**src/rtl/hbs_pkg.sv**
```systemverilog
package hbs_pkg;

   // gate pair of one bridge leg
   typedef struct packed {
      logic hi;
      logic lo;
   } leg_pair_t;

   localparam int unsigned NUM_LEGS = 2;
   localparam int unsigned LEG_A    = 0;
   localparam int unsigned LEG_B    = 1;

   localparam leg_pair_t PAIR_OFF  = '{hi: 1'b0, lo: 1'b0};
   localparam leg_pair_t PAIR_HIGH = '{hi: 1'b1, lo: 1'b0};
   localparam leg_pair_t PAIR_LOW  = '{hi: 1'b0, lo: 1'b1};

endpackage

```
**src/rtl/hbs_hall_filter.sv**
```systemverilog
module hbs_hall_filter #(
   parameter int unsigned SYNC_STAGES = 2,
   parameter int unsigned REJECT_CYC  = 400
) (
   input  logic clk,
   input  logic rst_n,
   input  logic hall_in,
   output logic hall_sync,
   output logic hall_filt
);

   localparam int unsigned CW = (REJECT_CYC > 1) ? $clog2(REJECT_CYC) : 1;
   localparam logic [CW-1:0] LAST = CW'(REJECT_CYC - 1);

   // synchronizer depth picked by parameter
   generate
      if (SYNC_STAGES == 0) begin : g_nosync
         assign hall_sync = hall_in;
      end else begin : g_sync
         logic [SYNC_STAGES-1:0] sr;
         always_ff @(posedge clk or negedge rst_n) begin
            if (!rst_n) begin
               sr <= '0;
            end else begin
               sr[0] <= hall_in;
               for (int i = 1; i < int'(SYNC_STAGES); i++) begin
                  sr[i] <= sr[i-1];
               end
            end
         end
         assign hall_sync = sr[SYNC_STAGES-1];
      end
   endgenerate

   logic [CW-1:0] run_cnt;

   // accept a level only after REJECT_CYC consecutive differing samples
   always_ff @(posedge clk or negedge rst_n) begin
      if (!rst_n) begin
         hall_filt <= 1'b0;
         run_cnt   <= '0;
      end else if (hall_sync == hall_filt) begin
         run_cnt <= '0;
      end else if (run_cnt == LAST) begin
         hall_filt <= hall_sync;
         run_cnt   <= '0;
      end else begin
         run_cnt <= run_cnt + 1'b1;
      end
   end

endmodule

```
**src/rtl/hbs_leg.sv**
```systemverilog
module hbs_leg
   import hbs_pkg::*;
#(
   parameter int unsigned DEAD_CYC = 200
) (
   input  logic      clk,
   input  logic      rst_n,
   input  logic      fault,
   input  leg_pair_t req,
   output leg_pair_t gate
);

   localparam int unsigned CW = $clog2(DEAD_CYC + 1);
   localparam logic [CW-1:0] DEAD_V = CW'(DEAD_CYC);

   leg_pair_t     cur;
   logic [CW-1:0] off_cnt;
   logic          drop;

   // a conducting gate that is no longer wanted
   assign drop = (cur.hi && !req.hi) || (cur.lo && !req.lo);

   always_ff @(posedge clk or negedge rst_n) begin
      if (!rst_n) begin
         cur     <= PAIR_OFF;
         off_cnt <= '0;
      end else if (fault || drop) begin
         cur     <= PAIR_OFF;
         off_cnt <= '0;
      end else if (cur == PAIR_OFF) begin
         if (off_cnt == DEAD_V) begin
            cur <= req;
         end else begin
            off_cnt <= off_cnt + 1'b1;
         end
      end
   end

   // fault removes drive without waiting for an edge
   assign gate = fault ? PAIR_OFF : cur;

endmodule

```
**src/rtl/hbridge_gate_seq.sv**
```systemverilog
module hbridge_gate_seq
   import hbs_pkg::*;
#(
   parameter int unsigned HALL_SYNC_STAGES = 2,
   parameter int unsigned HALL_REJECT_CYC  = 400,
   parameter int unsigned DEAD_CYC         = 200
) (
   input  logic clk,
   input  logic rst_n,
   input  logic hall_in,
   input  logic pwm_on,
   input  logic slow_decay_req,
   input  logic fault,
   output logic gate_hi_a,
   output logic gate_lo_a,
   output logic gate_hi_b,
   output logic gate_lo_b,
   output logic fg
);

   generate
      if (HALL_REJECT_CYC < 1) begin : g_bad_reject
         $error("HALL_REJECT_CYC must be at least 1");
      end
      if (DEAD_CYC < 1) begin : g_bad_dead
         $error("DEAD_CYC must be at least 1");
      end
   endgenerate

   logic      hall_sync;
   logic      hall_filt;
   logic      recirc;
   leg_pair_t req  [NUM_LEGS];
   leg_pair_t gate [NUM_LEGS];

   hbs_hall_filter #(
      .SYNC_STAGES (HALL_SYNC_STAGES),
      .REJECT_CYC  (HALL_REJECT_CYC)
   ) u_filt (
      .clk       (clk),
      .rst_n     (rst_n),
      .hall_in   (hall_in),
      .hall_sync (hall_sync),
      .hall_filt (hall_filt)
   );

   assign recirc = slow_decay_req || !pwm_on;

   // direction and recirculation selection
   always_comb begin
      if (recirc) begin
         req[LEG_A] = PAIR_LOW;
         req[LEG_B] = PAIR_LOW;
      end else if (hall_filt) begin
         req[LEG_A] = PAIR_HIGH;
         req[LEG_B] = PAIR_LOW;
      end else begin
         req[LEG_A] = PAIR_LOW;
         req[LEG_B] = PAIR_HIGH;
      end
   end

   generate
      for (genvar g = 0; g < int'(NUM_LEGS); g++) begin : g_leg
         hbs_leg #(
            .DEAD_CYC (DEAD_CYC)
         ) u_leg (
            .clk   (clk),
            .rst_n (rst_n),
            .fault (fault),
            .req   (req[g]),
            .gate  (gate[g])
         );
      end
   endgenerate

   assign gate_hi_a = gate[LEG_A].hi;
   assign gate_lo_a = gate[LEG_A].lo;
   assign gate_hi_b = gate[LEG_B].hi;
   assign gate_lo_b = gate[LEG_B].lo;
   assign fg        = hall_filt;

endmodule

```
**config.mk**
```make
export PLATFORM = sky130hd
export DESIGN_NAME = hbridge_gate_seq
export DESIGN_NICKNAME = d
export VERILOG_FILES = /design/src/rtl/hbs_pkg.sv /design/src/rtl/hbs_hall_filter.sv /design/src/rtl/hbs_leg.sv /design/src/rtl/hbridge_gate_seq.sv
export SDC_FILE = /design/constraint.sdc
export NUM_CORES = 1
export LEC_CHECK = 0
export ABC_AREA = 1
export BUFFER_PORTS_ARGS = -buffer_cell sky130_fd_sc_hd__buf_4
export CORE_MARGIN = 3
export CORE_UTILIZATION = 53
export DETAILED_ROUTE_END_ITERATION = 10
export PLACE_DENSITY_LB_ADDON = 0.1
export SYNTH_ARGS = -nofsm -noshare
export SYNTH_HDL_FRONTEND = slang
export SYNTH_SLANG_ARGS = --single-unit
```
**constraint.sdc**
```tcl
create_clock -name clk -period 1.45 [get_ports clk]
set_input_delay 0.29 -clock clk [delete_from_list [all_inputs] [get_ports clk]]
set_output_delay 0.29 -clock clk [all_outputs]
set_load 0.1 [all_outputs]
```
== Word level (Yosys, flattened, before mapping) ==
Index checks and enable logic that the tools add are counted.

* Output and inout bits: 5
* Bits of input ports: 6
* Register bits: 32
* Word-level logic and storage cells: 62

* Equal/unequal tests: 6
* Reductions and logical operators: 25
* Multiplexer cells: 18
* $add $sub $neg: 3
* Bitwise logic cells: 1

{| class="wikitable"
|+ Operators with widths
! operator !! number
|-
| $mux 8 || 6
|-
| $mux 9 || 2
|-
| $add 8x1->8 const B || 2
|-
| $eq 8x8->1 const B || 2
|-
| $mux 2 || 8
|-
| $reduce_and 2->1 || 5
|-
| $add 9x1->9 const B || 1
|-
| $eq 9x9->1 const B || 1
|-
| $mux 4 || 2
|-
| $reduce_bool 2->1 || 4
|-
| $logic_not 1->1 || 5
|-
| $logic_or 1x1->1 || 5
|-
| $logic_and 1x1->1 || 4
|-
| $logic_not 2->1 || 2
|-
| $ne 2x1->1 const B || 2
|-
| $eq 1x1->1 || 1
|-
| $not 1->1 || 1
|}

== Depth between registers and ports, before layout ==
* Depth after elaboration: 9
* Gate-level depth with buffers: 10
* Mapped depth without buffers: 9

== Cells and area by module ==
A second synthesis with hierarchy kept.

* Cell total of the unflattened synthesis: 259
* Area total of the unflattened synthesis: 1913.1 µm²

{| class="wikitable"
|+ By module, submodules not included
! module !! cells an instance !! area each (µm²) !! instances !! seq. area each (µm²)
|-
| hbs_leg || 92 || 656.9 || 2 || 250.2
|-
| hbs_hall_filter || 68 || 570.5 || 1 || 300.3
|-
| hbridge_gate_seq || 7 || 28.8 || 1 || 0.0
|}

== Least setup slack after synthesis ==
No wires, ideal clock.

* Kind: flip-flop to output port
* Start: register g_leg[0].u_leg.cur[1] (netlist name)
* End: output gate_hi_a
* Cell stages (with the launch flop): 3
* Setup slack: -0.527 ns
* Buffers on the path: 0
* Required time: 1.160 ns
* Arrival: 1.687 ns
* Cell sequence: dfrtp_1 > inv_1 > nor2_1

* Longest elaborated chain between the ends: 1

{| class="wikitable"
|+ Ends and longest elaborated chain
! what !! line !! source
|-
| start, declared || hbs_leg.sv:16 || <nowiki>leg_pair_t cur;</nowiki>
|-
| start signal, assigned || hbs_leg.sv:32 || <nowiki>cur <= req;</nowiki>
|-
| $mux 2 || hbs_leg.sv:40 || <nowiki>assign gate = fault ? PAIR_OFF : cur;</nowiki>
|-
| end, declared || hbridge_gate_seq.sv:14 || <nowiki>output logic gate_hi_a,</nowiki>
|}

No other way between the ends.

== Worst setup path in the final report ==
* Start: register g_leg[0].u_leg.off_cnt[0]
* End: register g_leg[0].u_leg.off_cnt[6]

* Longest elaborated chain between the ends: 4
* Elaborated cells on any way between the ends: 7
* Those cells by class: add/sub (1); eq/ne (2); mux (3); reduce/logical (1)

{| class="wikitable"
|+ Ends and longest elaborated chain
! what !! line !! source
|-
| start, declared || hbs_leg.sv:17 || <nowiki>logic [CW-1:0] off_cnt;</nowiki>
|-
| start signal, assigned || hbs_leg.sv:34 || <nowiki>off_cnt <= off_cnt + 1'b1;</nowiki>
|-
| $add 8x1->8 || hbs_leg.sv:34 ||
|-
| $mux 8 || hbs_leg.sv:31 || <nowiki>if (off_cnt == DEAD_V) begin</nowiki>
|-
| $mux 8 || hbs_leg.sv:30 || <nowiki>end else if (cur == PAIR_OFF) begin</nowiki>
|-
| $mux 8 || hbs_leg.sv:27 || <nowiki>end else if (fault || drop) begin</nowiki>
|}

Several ways; a longest one is shown, not always the timed one. The select of a mux whose other input is x is not followed.
A chain may end at the register's enable or synchronous reset.

==> impl_metrics.json <==
{
  "port_buffers": 10,
  "root_buffer": "clkbuf_4",
  "rows": 21,
  "crit_slowest_cell": "dfrtp_1",
  "cts_sinks": 32,
  "core-area_mm2": 0.00342,
  "setup-tns-final_ps": 0,
  "netlist_area_mm2": 0.00191,
  "synth_cell_types": 27,
  "start_util_pct": 56.0,
  "r2r_cells": 9,
  "path_class": "reg -> reg",
  "r2r-start": "g_leg[0].u_leg.off_cnt[0]",
  "routedWlPerCell_um": 12.1,
  "crit_chain": "inv_1 > ha_1 > inv_1 > nor2_2 > nand2_4 > nand3_1 > nand2_1 > nand2_1 > nor2_1",
  "insertion_delay_ps": 330,
  "gr-total-overflow": 0,
  "dp_hpwl_um": 2630,
  "worstHoldPathCells": 1,
  "ir_worst_vdd_uv": 553,
  "clock_skew_ps": 16.0,
  "crit_arrival_ps": 1620,
  "layout-drive-gt1-share_pct": 24.7,
  "drc": 0,
  "final_util_pct": 67.5,
  "ys_ff_latch": 32,
  "r2r_setup_slack_ps": 50,
  "finalSetupViolCount": 0,
  "layout_common_cells": "nand2_1 (50), nor2_1 (33), inv_1 (32)",
  "diodes": 0,
  "min_to": "u_filt.g_sync.sr[0]",
  "nets": 285,
  "hold_class": "in -> reg",
  "fp.dieH_um": 66.1,
  "ioPinCount": 11,
  "synth_fp_nets": 263,
  "maxCapViolations": 0,
  "path_max_fanout": 13,
  "hold_ws_ps": 62.5,
  "die_area_mm2": 0.00436,
  "numCtsBuffers": 5,
  "grt_first_pass_wirelength_um": 6480,
  "clk_pin_slew_ps": 100,
  "ys_seq_area_share_pct": 41.9,
  "finalInstanceArea_mm2": 0.00230,
  "cp-start-kind": "register",
  "cp-end-kind": "register",
  "wl_um": 3880,
  "powerDensity_mw_per_mm2": 770,
  "reg2reg_to": "g_leg[0].u_leg.off_cnt[6]",
  "drt_iter0_markers": 173,
  "cts.path.max_buffers": 2,
  "outcome": "finished, final reports clean",
  "area_growth_pct": 20.5,
  "vias_per_cell": 5.19,
  "grt_pass1_vias": 1479,
  "period_needed_ps": 1400,
  "antenna_found_initial": 0,
  "relSlewSlack_pct": 72.7,
  "hold_violations": 0,
  "p_leak_nw": 1.14,
  "worstHoldStart": "hall_in",
  "ctsHtreeMaxLevel": 2,
  "dpl_cell_area_mm2": 0.00207,
  "max_freq_mhz": 716,
  "dp_cells": 308,
  "grt_max_degree": 33,
  "gp_congestion": 0.813,
  "cp.required_ps": 1680,
  "finalNonFillerCells": 321,
  "slowest_delay_ps": 420,
  "critPathBufInv": 2,
  "synth_warnings": 0,
  "fin_crit_sh_pct": 96.3,
  "cp_top_family": "simple AND/OR/NAND/NOR gates",
  "slew_viol_final": 0,
  "fp.dieW_um": 66.1,
  "cts_tree": "built",
  "ant_nets": 0,
  "num_vias": 1666,
  "mostFrequentLayoutCell": "nand2_1",
  "drtPass1Iterations": 4,
  "rsz0062_at_grt": "true",
  "synthCells": 252,
  "tightest_slew_ps": 410,
  "grt_use_total_pct": 19.5,
  "syn_area_per_cell_um2": 7.59
}
power breakdown:
group | leakage [nW] | total (mW) | switching, mW | internal (mW)
clock | 0.0422 | 0.676 | 0.314 | 0.362
combinational | 0.664 | 0.158 | 0.0941 | 0.0634
sequential | 0.433 | 0.940 | 0.0251 | 0.915
total | 1.14 | 1.77 | 0.434 | 1.34
state kept, by name (all words and copies together) (netlist names):
name,flops
g_leg.u_leg.off_cnt,16
g_leg.u_leg.cur,4
u_filt.hall_filt,1
u_filt.g_sync.sr,2
u_filt.run_cnt,9
logic make-up after synthesis:
kind of cell | share of synthesized area (%)
simple gates | 36.6
flops | 41.9
buf+inv | 10.3
fa+ha+maj | 3.27
xor+xnor | 1.37
compound gates | 6.48
layer usage:
layer  wire length [um]  global-route usage, %  vias up
met2               1860                   30.4       40
met5                  0                      0        -
met4                 44                   9.14        0
met1               1800                   25.4      774
li1                   -                      -      846
met3                169                   4.76        6
worst max-delay path by stage:
stage,from,end,slack (ps),depth (start not counted)
global placement,g_leg[1].u_leg.off_cnt[1],g_leg[1].u_leg.off_cnt[0],50,8
detailed placement,g_leg[1].u_leg.off_cnt[1],g_leg[1].u_leg.off_cnt[4],8,8
CTS,g_leg[0].u_leg.cur[1],gate_hi_a,3,3
finish,g_leg[0].u_leg.off_cnt[0],g_leg[0].u_leg.off_cnt[6],50,9
floorplan,u_filt.hall_filt,g_leg[0].u_leg.off_cnt[7],110,7
global route,g_leg[0].u_leg.off_cnt[0],g_leg[0].u_leg.off_cnt[6],-20,9
final cells by class:
| cell class | count | area (um2) |
|---|---|---|
| fill | 280 | 1110 |
| multi-input combinational | 175 | 1010 |
| sequential | 32 | 805 |
| timing repair buffer | 18 | 191 |
| inverter | 42 | 163 |
| tap | 46 | 57.6 |
| clock buffer | 6 | 41.3 |
| clock inverter | 2 | 35.0 |
per-stage QoR:
step                setup WS [ps]  power (mW)
CTS                          2.91        1.77
detailed placement           7.77        1.09
floorplan                     113        1.03
finish                       53.2        1.77
global route                -24.7        1.86
global placement             49.2        1.09
cell usage after synthesis (all sizes together):
cell type  number  share of area [%]
nand2          57                 12
nor2           43                9.8
inv            41                8.0
dfrtp          32                 42
nand3          26                7.9
a21oi          12                4.1
nand4          11                3.6
nor3            7                1.8
o21ai           6                1.6
ha              5                3.3
buf             4                1.8
nand3b          2                1.6
xor2            2               0.92
clkinv          1               0.46
o211ai          1               0.39
o21bai          1               0.39
xnor2           1               0.46
timing repair:
item | in CTS | in global routing
buffers inserted | 0 | 3
endpoints found under the setup margin | 6 | 32
gates resized for setup | 5 | 27
pin swaps | 1 | 3
gates cloned | 0 | 1
hold buffers | 1 | 0
hold endpoints to repair | 32 | 0
Note: power is estimated with default switching activity, not from simulation.
